File: src/rtl/rxw_pkg.sv
// Shared types for the receiver wake sequencer.
// Assumes: state codes are visible at the top port and must stay stable.
package rxw_pkg;
    typedef enum logic [2:0] {
        ST_SLEEP  = 3'd0,
        ST_SETTLE = 3'd1,
        ST_SNIFF  = 3'd2,
        ST_LISTEN = 3'd3,
        ST_ON     = 3'd4
    } rxw_state_e;
endpackage

File: src/rtl/rxw_period_timer.sv
// Free-running wake period counter.
// Counts ms ticks while run is high and wraps every PERIOD_MS ticks.
// wake pulses on the tick that completes a period.
// Assumes: PERIOD_MS >= 2; the counter clears whenever run is low.
module rxw_period_timer #(
    parameter int PERIOD_MS = 300
) (
    input  logic clk,
    input  logic rst_n,
    input  logic run,
    input  logic ms_tick,
    output logic wake
);
    localparam int CW = $clog2(PERIOD_MS + 1);
    localparam logic [CW-1:0] LAST = CW'(PERIOD_MS - 1);

    logic [CW-1:0] cnt_q;

    // Decode the completing tick of a period.
    assign wake = run && ms_tick && (cnt_q == LAST);

    // Advance the period count on each tick and wrap after a full period.
    always_ff @(posedge clk) begin
        if (!rst_n || !run) begin
            cnt_q <= '0;
        end else if (ms_tick) begin
            cnt_q <= (cnt_q == LAST) ? '0 : cnt_q + 1'b1;
        end
    end
endmodule

File: src/rtl/rxw_phase_timer.sv
// Times the settle, sniff and listen phases in ms ticks.
// restart clears the count on the edge where a new phase begins.
// expired pulses on the tick that ends the current phase.
// Assumes: every phase length is at least 1 tick.
module rxw_phase_timer
    import rxw_pkg::*;
#(
    parameter int SETTLE_MS = 2,
    parameter int SNIFF_MS  = 6,
    parameter int LISTEN_MS = 30
) (
    input  logic       clk,
    input  logic       rst_n,
    input  logic       restart,
    input  rxw_state_e state,
    input  logic       ms_tick,
    output logic       expired
);
    localparam int MAXL = (LISTEN_MS > SNIFF_MS)
                          ? ((LISTEN_MS > SETTLE_MS) ? LISTEN_MS : SETTLE_MS)
                          : ((SNIFF_MS > SETTLE_MS) ? SNIFF_MS : SETTLE_MS);
    localparam int CW = $clog2(MAXL + 1);

    logic [CW-1:0] cnt_q;
    logic [CW-1:0] last;
    logic          timed;

    // Pick the final count of the current phase.
    always_comb begin
        timed = 1'b1;
        case (state)
            ST_SETTLE: last = CW'(SETTLE_MS - 1);
            ST_SNIFF:  last = CW'(SNIFF_MS - 1);
            ST_LISTEN: last = CW'(LISTEN_MS - 1);
            default: begin
                last  = '0;
                timed = 1'b0;
            end
        endcase
    end

    assign expired = timed && ms_tick && (cnt_q == last);

    // Count ticks within the phase and clear at each phase start.
    always_ff @(posedge clk) begin
        if (!rst_n || restart) begin
            cnt_q <= '0;
        end else if (ms_tick && timed) begin
            cnt_q <= cnt_q + 1'b1;
        end
    end
endmodule

File: src/rtl/rxw_fsm.sv
// Wake sequencer state machine: SLEEP, SETTLE, SNIFF, LISTEN, plus ON.
// The block enters ON while duty-cycled operation is disabled.
// Holds the packet-good flag for the listen window and the latched threshold.
// Assumes: wake and expired are single-cycle pulses from the timers.
module rxw_fsm
    import rxw_pkg::*;
(
    input  logic       clk,
    input  logic       rst_n,
    input  logic       duty_en,
    input  logic       thr_sel_in,
    input  logic       sig_det,
    input  logic       pkt_good,
    input  logic       pkt_done,
    input  logic       wake,
    input  logic       expired,
    output rxw_state_e state,
    output logic       restart,
    output logic       thr_q
);
    rxw_state_e state_q, state_d;
    logic       good_q;

    assign state   = state_q;
    assign restart = (state_d != state_q);

    // Next-state decision; disable has priority over everything else.
    always_comb begin
        state_d = state_q;
        if (!duty_en) begin
            state_d = ST_ON;
        end else begin
            case (state_q)
                ST_ON:     state_d = ST_SLEEP;
                ST_SLEEP:  if (wake) state_d = ST_SETTLE;
                ST_SETTLE: if (expired) state_d = ST_SNIFF;
                ST_SNIFF: begin
                    if (sig_det)      state_d = ST_LISTEN;
                    else if (expired) state_d = ST_SLEEP;
                end
                ST_LISTEN: begin
                    if (pkt_done && (good_q || pkt_good)) state_d = ST_SLEEP;
                    else if (expired)                     state_d = ST_SLEEP;
                end
                default:   state_d = ST_SLEEP;
            endcase
        end
    end

    // State register.
    always_ff @(posedge clk) begin
        if (!rst_n) state_q <= ST_SLEEP;
        else        state_q <= state_d;
    end

    // Remember a good packet seen within the current listen window.
    always_ff @(posedge clk) begin
        if (!rst_n || state_q != ST_LISTEN) good_q <= 1'b0;
        else if (pkt_good)                  good_q <= 1'b1;
    end

    // Latch the threshold at wake; track it directly in ON.
    always_ff @(posedge clk) begin
        if (!rst_n) begin
            thr_q <= 1'b0;
        end else if (state_d == ST_ON
                     || (state_q == ST_SLEEP && state_d == ST_SETTLE)) begin
            thr_q <= thr_sel_in;
        end
    end
endmodule

File: src/rtl/rx_wake_seq.sv
// Top of the duty-cycled receiver wake sequencer.
// Ties together the period timer, the phase timer and the state machine,
// and decodes the power enables from the state.
// Assumes: ms_tick is one clk wide; PERIOD_MS exceeds the sum of the phases.
module rx_wake_seq
    import rxw_pkg::*;
#(
    parameter int PERIOD_MS = 300,
    parameter int SETTLE_MS = 2,
    parameter int SNIFF_MS  = 6,
    parameter int LISTEN_MS = 30
) (
    input  logic       clk,
    input  logic       rst_n,
    input  logic       duty_en,
    input  logic       thr_sel_in,
    input  logic       sig_det,
    input  logic       pkt_good,
    input  logic       pkt_done,
    input  logic       ms_tick,
    output logic       osc_en,
    output logic       synth_en,
    output logic       thr_sel,
    output logic [2:0] state_o
);
    rxw_state_e st;
    logic       wake, expired, restart;

    rxw_period_timer #(.PERIOD_MS(PERIOD_MS)) u_period (
        .clk     (clk),
        .rst_n   (rst_n),
        .run     (duty_en),
        .ms_tick (ms_tick),
        .wake    (wake)
    );

    rxw_phase_timer #(
        .SETTLE_MS (SETTLE_MS),
        .SNIFF_MS  (SNIFF_MS),
        .LISTEN_MS (LISTEN_MS)
    ) u_phase (
        .clk     (clk),
        .rst_n   (rst_n),
        .restart (restart),
        .state   (st),
        .ms_tick (ms_tick),
        .expired (expired)
    );

    rxw_fsm u_fsm (
        .clk        (clk),
        .rst_n      (rst_n),
        .duty_en    (duty_en),
        .thr_sel_in (thr_sel_in),
        .sig_det    (sig_det),
        .pkt_good   (pkt_good),
        .pkt_done   (pkt_done),
        .wake       (wake),
        .expired    (expired),
        .state      (st),
        .restart    (restart),
        .thr_q      (thr_sel)
    );

    // Power enables decoded from the state.
    assign osc_en   = (st != ST_SLEEP);
    assign synth_en = (st == ST_SNIFF) || (st == ST_LISTEN) || (st == ST_ON);
    assign state_o  = st;
endmodule

File: config.mk
export PLATFORM = sky130hd
export DESIGN_NAME = rx_wake_seq
export DESIGN_NICKNAME = d
export VERILOG_FILES = /design/src/rtl/rxw_pkg.sv /design/src/rtl/rxw_period_timer.sv /design/src/rtl/rxw_phase_timer.sv /design/src/rtl/rxw_fsm.sv /design/src/rtl/rx_wake_seq.sv
export SDC_FILE = /design/constraint.sdc
export NUM_CORES = 1
export LEC_CHECK = 0
export BUFFER_PORTS_ARGS = -buffer_cell sky130_fd_sc_hd__buf_2
export CAP_MARGIN = 0
export CORE_MARGIN = 4
export CORE_UTILIZATION = 56
export CTS_BUF_LIST = sky130_fd_sc_hd__clkbuf_8 sky130_fd_sc_hd__clkbuf_16
export CTS_CLUSTER_DIAMETER = 40
export CTS_CLUSTER_SIZE = 30
export DETAILED_ROUTE_END_ITERATION = 12
export PLACE_DENSITY = 0.77
export SLEW_MARGIN = 20
export SYNTH_ARGS = -nofsm -noshare
export SYNTH_HDL_FRONTEND = slang
export SYNTH_SLANG_ARGS = --single-unit
File: constraint.sdc
create_clock -name clk -period 2.1 [get_ports clk]
set_clock_uncertainty 0.05 [all_clocks]
set_input_delay 0.42 -clock clk [delete_from_list [all_inputs] [get_ports clk]]
set_output_delay 0.42 -clock clk [all_outputs]
set_load 0.03 [all_outputs]
; ---- Word level (Yosys, flattened, before mapping)
; Index checks and enable logic that the tools add are counted.
[classes]
n_addsub = 2
eq_ne = 10
n_mux = 10
n_reduce_logical = 18
[ops]
columns = op, count
row1 = $mux W3, 6
row2 = $pmux W5 S3, 1
row3 = $pmux W3 S4, 1
row4 = $add A9 B1 Y9 const B, 1
row5 = $eq A9 B9 Y1 const B, 1
row6 = $mux W9, 1
row7 = $logic_or A1 B1 Y1, 7
row8 = $eq A3 B1 Y1 const B, 2
row9 = $eq A3 B2 Y1 const B, 2
row10 = $eq A3 B3 Y1 const B, 2
row11 = $logic_and A1 B1 Y1, 6
row12 = $add A5 B1 Y5 const B, 1
row13 = $eq A5 B5 Y1, 1
row14 = $logic_not A3 Y1, 1
row15 = $ne A3 B2 Y1 const B, 1
row16 = $ne A3 B3 Y1, 1
row17 = $reduce_bool A3 Y1, 1
row18 = $reduce_or A3 Y1, 1
row19 = $logic_not A1 Y1, 2
row20 = $mux W1, 1
[totals]
ff_bits = 19
output_inout_bits = 6
wordCells = 45

; ---- Logic depth before layout (Yosys ltp)
; Gate-level depths: netlist of the first run.
[logic_depth]
depth_word = 12
depth_mapped = 6

; ---- By module
; A second synthesis of the first run with hierarchy kept.
[unflattened]
cells_unflattened = 123
hier_area_um2 = 1074.8
[by_module_without_submodules]
columns = mod, instances, cells_per_inst, area_per_inst_um2, seq_area_each_um2
row1 = rxw_period_timer, 1, 50, 444.2, 180.2
row2 = rxw_fsm, 1, 35, 306.5, 100.1
row3 = rxw_phase_timer, 1, 35, 302.8, 100.1
row4 = rx_wake_seq, 1, 3, 21.3, 0.0

; ---- Least setup slack after synthesis of the first run
; OpenSTA, ideal clock, no wires.
[synth_timing]
kind = register to register
from = register u_fsm.state_q[2], in the netlist u_fsm.state[2]
to = register u_phase.cnt_q[0]
setup_ns = 0.122
arrival_ns = 1.538
required_time_ns = 1.928
path_slack_ns = 0.390
path_stages_with_launch = 7
path_buffers = 1
period_less_slack_ns = 1.710
path_cell_list = dfxtp_1 > buf_6 > nand3b_4 > mux2i_2 > a31oi_1 > o22ai_2 > nor2_1
[synth_between]
elab_chain_cells = 11
elab_cells_between_ends = 19
[synth_lines]
columns = item, line_no
row1 = "start, declared", rxw_fsm.sv:21  ; rxw_state_e state_q, state_d;
row2 = "start signal, assigned", rxw_fsm.sv:53  ; else state_q <= state_d;
row3 = branches (longest 11 deep; another with $pmux W5 S3), -
row4 = "end signal, assigned", rxw_phase_timer.sv:49  ; cnt_q <= cnt_q + 1'b1;
row5 = "end, declared", rxw_phase_timer.sv:24  ; logic [CW-1:0] cnt_q;
; Parallel ways; which one is timed is not known.
; A chain may end at the register's enable or synchronous reset.

; ---- Worst setup path after layout of the first run
[layout_timing]
from = register u_fsm.state_q[1], in the netlist u_fsm.state[1]
to = output port synth_en
[layout_between]
elab_chain_cells = 3
elab_cells_between_ends = 5
[layout_lines]
columns = item, line_no
row1 = $eq A3 B2 Y1, rx_wake_seq.sv:67  ; assign synth_en = (st == ST_SNIFF) || (st == ST_LISTEN) || (st == ST_ON);
row2 = $logic_or A1 B1 Y1, rx_wake_seq.sv:67
row3 = $logic_or A1 B1 Y1 (*), rx_wake_seq.sv:67
row4 = "end, declared", rx_wake_seq.sv:22  ; output logic synth_en,
; Mark *: on every way between the ends. The rest lies on a longest branch, timed or not.

==> impl_metrics.env, run 1 <==
export IMPL_ys_top_cells_by_area="dfxtp_1 (34%), nor2_1 (6.0%), xor2_1 (5.5%)"
export IMPL_grtUsageMet1=0.243
export IMPL_synth_flop_cell="dfxtp_1"
export IMPL_worstPathMaxFanout=11
export IMPL_status="complete, no violations"
export IMPL_post_cts_resized=0
export IMPL_synth_edf_count=0
export IMPL_io_buffer_count=13
export IMPL_grt_first_pass_wirelength_mm=3.93
export IMPL_reg2reg_to="u_phase.cnt_q[2]"
export IMPL_clk_pin_slew_ns=0.07
export IMPL_fin_setup_tns_ns=0
export IMPL_wl_per_cell_um=13.8
export IMPL_crit_start="u_fsm.state[1]"
export IMPL_wirelength_mm=2.21
export IMPL_ant_nets=0
export IMPL_die_w_um=52.8
export IMPL_antenna_found_initial=0
export IMPL_synth_top_area_share=0.338
export IMPL_ys_ff_latch=19
export IMPL_cts_setup_buffers=0
export IMPL_synth_async_reset_ratio=0
export IMPL_ir_drop_uv=432
export IMPL_maxCapViolations=0
export IMPL_grt_pass1_vias=871
export IMPL_grt_overflow=0
export IMPL_gp_congestion=0.829
export IMPL_max_freq_ghz=0.537
export IMPL_cp_start_kind="flop"
export IMPL_numClockSinks=19
export IMPL_grt_total_usage=0.196
export IMPL_coreArea_um2=1820
export IMPL_first_pass_iters=3
export IMPL_io_pins=14
export IMPL_worstPathRequired_ns=1.63
export IMPL_final_nets=147
export IMPL_clk_path_buf_depth=2
export IMPL_area_delta_synth_final_pct=9.23
export IMPL_synthCells=123
export IMPL_use_met3=0.0342
export IMPL_cts_tree="built"
export IMPL_synth_top_cell_by_area="dfxtp_1"
export IMPL_drive_above_1_share=0.243
export IMPL_postCtsHoldBufs=0
export IMPL_rows=15
export IMPL_slew_headroom=0.721
export IMPL_cp_endpoint="synth_en"
export IMPL_synth_net_count=133
export IMPL_drc_errors=0
export IMPL_grt_setup_unrepaired="no"
export IMPL_critPathCaptureType="output pin"
export IMPL_finalWorstSetupSlack_ns=0.239
export IMPL_fin_util=0.675
export IMPL_num_vias=900
export IMPL_worstSkewPairLatency_ns=0.26
export IMPL_cp_arrival_ns=1.39
export IMPL_syn_area_um2=1120
export IMPL_period_needed_ns=1.86
export IMPL_r2r_start="u_fsm.state[1]"
export IMPL_cts_buffers=3
export IMPL_grt_busiest_layer="met2"
export IMPL_place_ws_ns=0.322
export IMPL_use_met2=0.308
export IMPL_antenna_cells=0
export IMPL_root_buffer="clkbuf_8"
export IMPL_synth_warning_count=0
export IMPL_hold_viol_final=0
export IMPL_viasPerCell=5.59
export IMPL_synth_area_per_cell_um2=9.14
export IMPL_dieArea_um2=2790
export IMPL_rrSetupSlack_ns=0.30
export IMPL_drt_initial_drc_count=17
export IMPL_maxSlewViolCount=0
export IMPL_yosysSeqAreaShare=0.338
export IMPL_die_height_um=52.8
export IMPL_start_util=0.618
export IMPL_htreeDepth=1
export IMPL_grt_max_degree=13
export IMPL_worstMarginPinSlew_ns=0.418
export IMPL_leakagePower_nw=0.526
export IMPL_worst_r2r_cell_count=5
export IMPL_hold_class="in -> reg"
export IMPL_power_density_nw_per_um2=557
export IMPL_min_period_over_period=0.886
export IMPL_setup_viol=0
export IMPL_hpwlAfterDp_mm=1.61
export IMPL_ys_types=43
export IMPL_crit_type="reg -> out"
[synth_stat cells (2+ instances only)]
cell type / count
dfxtp_1: 19
nor2_1: 18
nand2_1: 7
nand3_1: 7
xor2_1: 7
o21ai_0: 6
xnor2_1: 6
nand4_1: 5
nor2b_1: 5
and3_1: 3
buf_6: 3
nor3_1: 3
a31oi_1: 2
ha_1: 2
mux2i_1: 2
[cells in the final DEF (no fill, tap or decap), drive strengths merged, types with 2 or more instances in the layout]
master,count
xor2,7
nor3,3
nand2b,2
mux2i,3
buf,14
clkbuf,3
nand2,7
dfxtp,19
inv,2
ha,2
nand3,7
xnor2,7
nor2,19
nor2b,6
o21ai,7
and3,4
nor3b,2
a31oi,3
nand4,5
[sequential cells by signal, indices dropped and copies added (netlist names)]
| signal | cells |
|---|---|
| u_fsm.state | 3 |
| u_fsm.thr_q | 1 |
| u_period.cnt_q | 9 |
| u_fsm.good_q | 1 |
| u_phase.cnt_q | 5 |
[cell type report]
cell class | instances | area [um2]
Fill cell | 164 | 592
Inverter | 1 | 3.75
Tap cell | 25 | 31.3
Sequential cell | 19 | 380
Clock buffer | 3 | 41.3
Multi-Input combinational cell | 98 | 696
Clock inverter | 1 | 3.75
Timing Repair Buffer | 14 | 72.6
[metrics by stage]
step                hold slack, ns  area [um2]  power, mW  instances
CTS                          0.351        1230      0.694        161
global placement             0.436        1180      0.441        157
global route                 0.376        1230      0.716        161
finish                       0.357        1230      0.685        161
detailed placement           0.445        1180      0.442        157
floorplan                    0.418        1120      0.423        123
[power breakdown]
group          switching, mW  total [mW]  internal (mW)
clock network          0.121       0.251          0.130
registers            0.00428       0.368          0.364
logic                 0.0396      0.0661         0.0266
[critical path, stage by stage, from the launching register on]
cell     delay (ns)
dfxtp_1        0.58
nor2b_4        0.27
a21o_1         0.10
buf_2          0.19
[routing by layer]
metal	wire length (um)	vias to the layer above
met5	0	-
met4	53	0
met3	75	5
met2	999	12
met1	1090	425
li1	-	458
[worst min path at each step]
stage / slack, ns / cells after the start / to / start
after floorplan: 0.42 / 2 / u_fsm.good_q / u_fsm.good_q
after global placement: 0.44 / 2 / u_fsm.good_q / u_fsm.good_q
after detailed placement: 0.44 / 2 / u_fsm.good_q / u_fsm.good_q
after CTS: 0.35 / 3 / u_fsm.good_q / pkt_good
after global routing: 0.38 / 3 / u_fsm.good_q / pkt_good
final: 0.36 / 3 / u_fsm.good_q / pkt_good
[cells by family (layout without fill, tap and decap cells)]
logic type / count (synthesis) / after routing / synth area share
buffers and inverters: 6 / 19 / 0.0434
adders and majority gates: 2 / 2 / 0.0222
and+or+nand+nor: 62 / 62 / 0.337
muxes: 4 / 4 / 0.0400
DFF: 19 / 19 / 0.338
AOI/OAI and AO/OA: 16 / 16 / 0.103
xor gates and xnor gates: 14 / 14 / 0.116
No activity file was read; power rests on OpenSTA's default activity.
==> run 2: changes to the inputs <==
Settings changed: ABC_AREA from default to 1, CORE_UTILIZATION 56 to 55, PLACE_DENSITY 0.77 to 0.76, RECOVER_POWER from default to 50, SETUP_SLACK_MARGIN from default to 0.05.
==> run 2 against run 1 <==
Effect of this change:
- clock power grew 5%
- sequential share of layout area grew 0.64 points
- first-iteration DRC count grew 140%
- critical path depth grew 9
- via count rose by 10%
- die area decreased by 2.1%
- critical endpoint is now u_phase.cnt_q[2]
- non-clock buffer count shrank 1
- synthesized area decreased by 4.2%
- combinational power is 26% lower
- routed wire length shrank 4.1%
- core utilization barely moved
==> impl_metrics.env, run 2 <==
export IMPL_status="complete, no violations"
export IMPL_regMostFlops="u_period.cnt_q"
export IMPL_hold_class="in -> reg"
export IMPL_multi_input_comb_area_um2=617
export IMPL_power_density_nw_per_um2=563
export IMPL_die_height_um=52.3
export IMPL_post_cts_resized=0
export IMPL_wirelength_mm=2.12
export IMPL_path_buf_inv=1
export IMPL_cp_start_kind="flop"
export IMPL_grt_max_degree=13
export IMPL_ant_nets=0
export IMPL_worstPathMaxFanout=8
export IMPL_regArea_um2=380
export IMPL_worst_r2r_cell_count=12
export IMPL_io_buffer_count=13
export IMPL_worstMarginPinSlew_ns=0.476
export IMPL_max_stage_delay_ns=0.48
export IMPL_min_period_over_period=0.825
export IMPL_grt_total_usage=0.184
export IMPL_total_power_mw=0.678
export IMPL_topRoutingLayerUsed="met4"
export IMPL_crit_type="reg -> reg"
export IMPL_synth_flop_cell="dfxtp_1"
export IMPL_met2_length_um=857
export IMPL_cp_endpoint="u_phase.cnt_q[2]"
export IMPL_grt_pass1_vias=932
export IMPL_num_vias=993
export IMPL_cp_common_cell="nand2_2"
export IMPL_clk_pin_slew_ns=0.08
export IMPL_numClockSinks=19
export IMPL_synth_net_count=163
export IMPL_synth_warning_count=0
export IMPL_final_common_cell="nand2_1"
export IMPL_setup_viol=0
export IMPL_r2r_start="u_fsm.state[0]"
export IMPL_synthCells=153
export IMPL_syn_area_um2=1080
export IMPL_clk_path_buf_depth=2
export IMPL_period_needed_ns=1.73
export IMPL_rrSetupSlack_ns=0.37
export IMPL_maxCapViolations=0
export IMPL_worstSkewPairLatency_ns=0.26
export IMPL_largest_reg_flops=9
export IMPL_coreArea_um2=1780
export IMPL_cts_tree="built"
export IMPL_antenna_cells=0
export IMPL_reg2reg_to="u_phase.cnt_q[2]"
export IMPL_gp_congestion=0.863
export IMPL_cts_buffers=3
export IMPL_cp_slowest_cell="dfxtp_1"
export IMPL_first_pass_iters=4
export IMPL_grt_setup_unrepaired="no"
export IMPL_worstPathRequired_ns=2.24
export IMPL_antenna_found_initial=0
export IMPL_slew_headroom=0.682
export IMPL_drt_initial_drc_count=40
export IMPL_synth_area_per_cell_um2=7.04
export IMPL_leakagePower_nw=0.479
export IMPL_dieArea_um2=2730
export IMPL_ir_drop_uv=426
export IMPL_critPathCaptureType="flop"
export IMPL_synth_async_reset_ratio=0
export IMPL_ys_ff_latch=19
export IMPL_io_pins=14
export IMPL_hold_viol_final=0
export IMPL_final_cell_mix="nand2_1 (37), nor2_1 (23), dfxtp_1 (19)"
export IMPL_wl_met1_mm=1.10
export IMPL_start_util=0.604
export IMPL_yosysSeqAreaShare=0.353
export IMPL_ys_top_cells_by_count="nand2_1 (37), nor2_1 (23), dfxtp_1 (19)"
export IMPL_rows=15
export IMPL_area_delta_synth_final_pct=11.7
export IMPL_synth_top_cell_by_area="dfxtp_1"
export IMPL_cp_arrival_ns=1.87
export IMPL_n_fill_cell=169
export IMPL_cts_setup_buffers=0
export IMPL_final_nets=179
export IMPL_yosysMostFrequentCell="nand2_1"
export IMPL_maxSlewViolCount=0
export IMPL_worst_path_stages=12
export IMPL_die_w_um=52.3
export IMPL_cp_top_family="simple AND/OR/NAND/NOR gates"
export IMPL_hpwlAfterDp_mm=1.65
export IMPL_wl_per_cell_um=11.0
export IMPL_synth_top_area_share=0.353
export IMPL_drive_above_1_share=0.173
export IMPL_crit_start="u_fsm.state[0]"
export IMPL_fin_setup_tns_ns=0
export IMPL_grt_first_pass_wirelength_mm=3.81
export IMPL_dr_wl_met3_um=134
export IMPL_viasPerCell=5.15
export IMPL_drc_errors=0
export IMPL_ys_types=23
export IMPL_min_from="thr_sel_in"
export IMPL_root_buffer="clkbuf_8"
export IMPL_ys_top_cells_by_area="dfxtp_1 (35%), nand2_1 (13%), nor2_1 (8.0%)"
export IMPL_crit_chain="inv_2, nand2_2, nand3_4, nor2_4, nand3_2, nand2_1, nand2_1, nand2_2, nand2_2, nand2_2, nand3_4, nor3_2"
export IMPL_max_freq_ghz=0.577
export IMPL_postCtsHoldBufs=0
export IMPL_grt_overflow=0
export IMPL_htreeDepth=1
export IMPL_synth_edf_count=0
-- run 2: worst min-delay path by stage --
stage / depth (start not counted) / end
2_1_floorplan: 2 / u_period.cnt_q[1]
3_3_place_gp: 2 / u_fsm.thr_q
3_5_place_dp: 2 / u_fsm.thr_q
4_1_cts: 3 / u_fsm.thr_q
5_1_grt: 3 / u_fsm.good_q
6_report: 3 / u_fsm.thr_q
-- run 2: routing by layer --
metal	GRT usage	up-vias
li1	-	518
met1	0.272	437
met2	0.255	31
met3	0.0370	7
met4	0.0766	0
met5	0	-
-- run 2: layout make-up --
type	count	area share
Multi-Input combinational cell	114	0.512
Inverter	18	0.0561
Timing Repair Buffer	13	0.0489
Clock buffer	3	0.0343
Clock inverter	1	0.00624
Sequential cell	19	0.316
Tap cell	25	0.0260
-- run 2: logic make-up after synthesis --
| group | count (synthesis) | synth area share |
|---|---|---|
| simple gates | 93 | 0.437 |
| buf+inv | 20 | 0.0743 |
| flops | 19 | 0.353 |
| compound gates | 13 | 0.0639 |
| xor+xnor | 6 | 0.0488 |
| fa+ha+maj | 2 | 0.0232 |
-- run 2: where the power goes --
group / total [mW] / internal (mW) / switching [mW] / leakage, nW
clock: 0.263 / 0.134 / 0.129 / 0.0217
combinational: 0.0486 / 0.0146 / 0.0340 / 0.304
sequential: 0.366 / 0.363 / 0.00315 / 0.154
-- run 2: per-stage QoR --
stage          instances   util  worst slack, ns  instance area, um2  hold slack, ns
6_report             193  0.675            0.367                1200           0.357
5_1_grt              193  0.675            0.174                1200           0.379
4_1_cts              193  0.679            0.375                1210           0.349
3_5_place_dp         189  0.651            0.386                1160           0.428
3_3_place_gp         189  0.651            0.427                1160           0.416
2_1_floorplan        153      -            0.215                1080           0.406
-- run 2: tightest hold or removal path, delay by kind of cell --
family | cells | cell delay, ns
compound gates | 1 | 0.05
simple gates | 1 | 0.05
buf+inv | 1 | 0.09
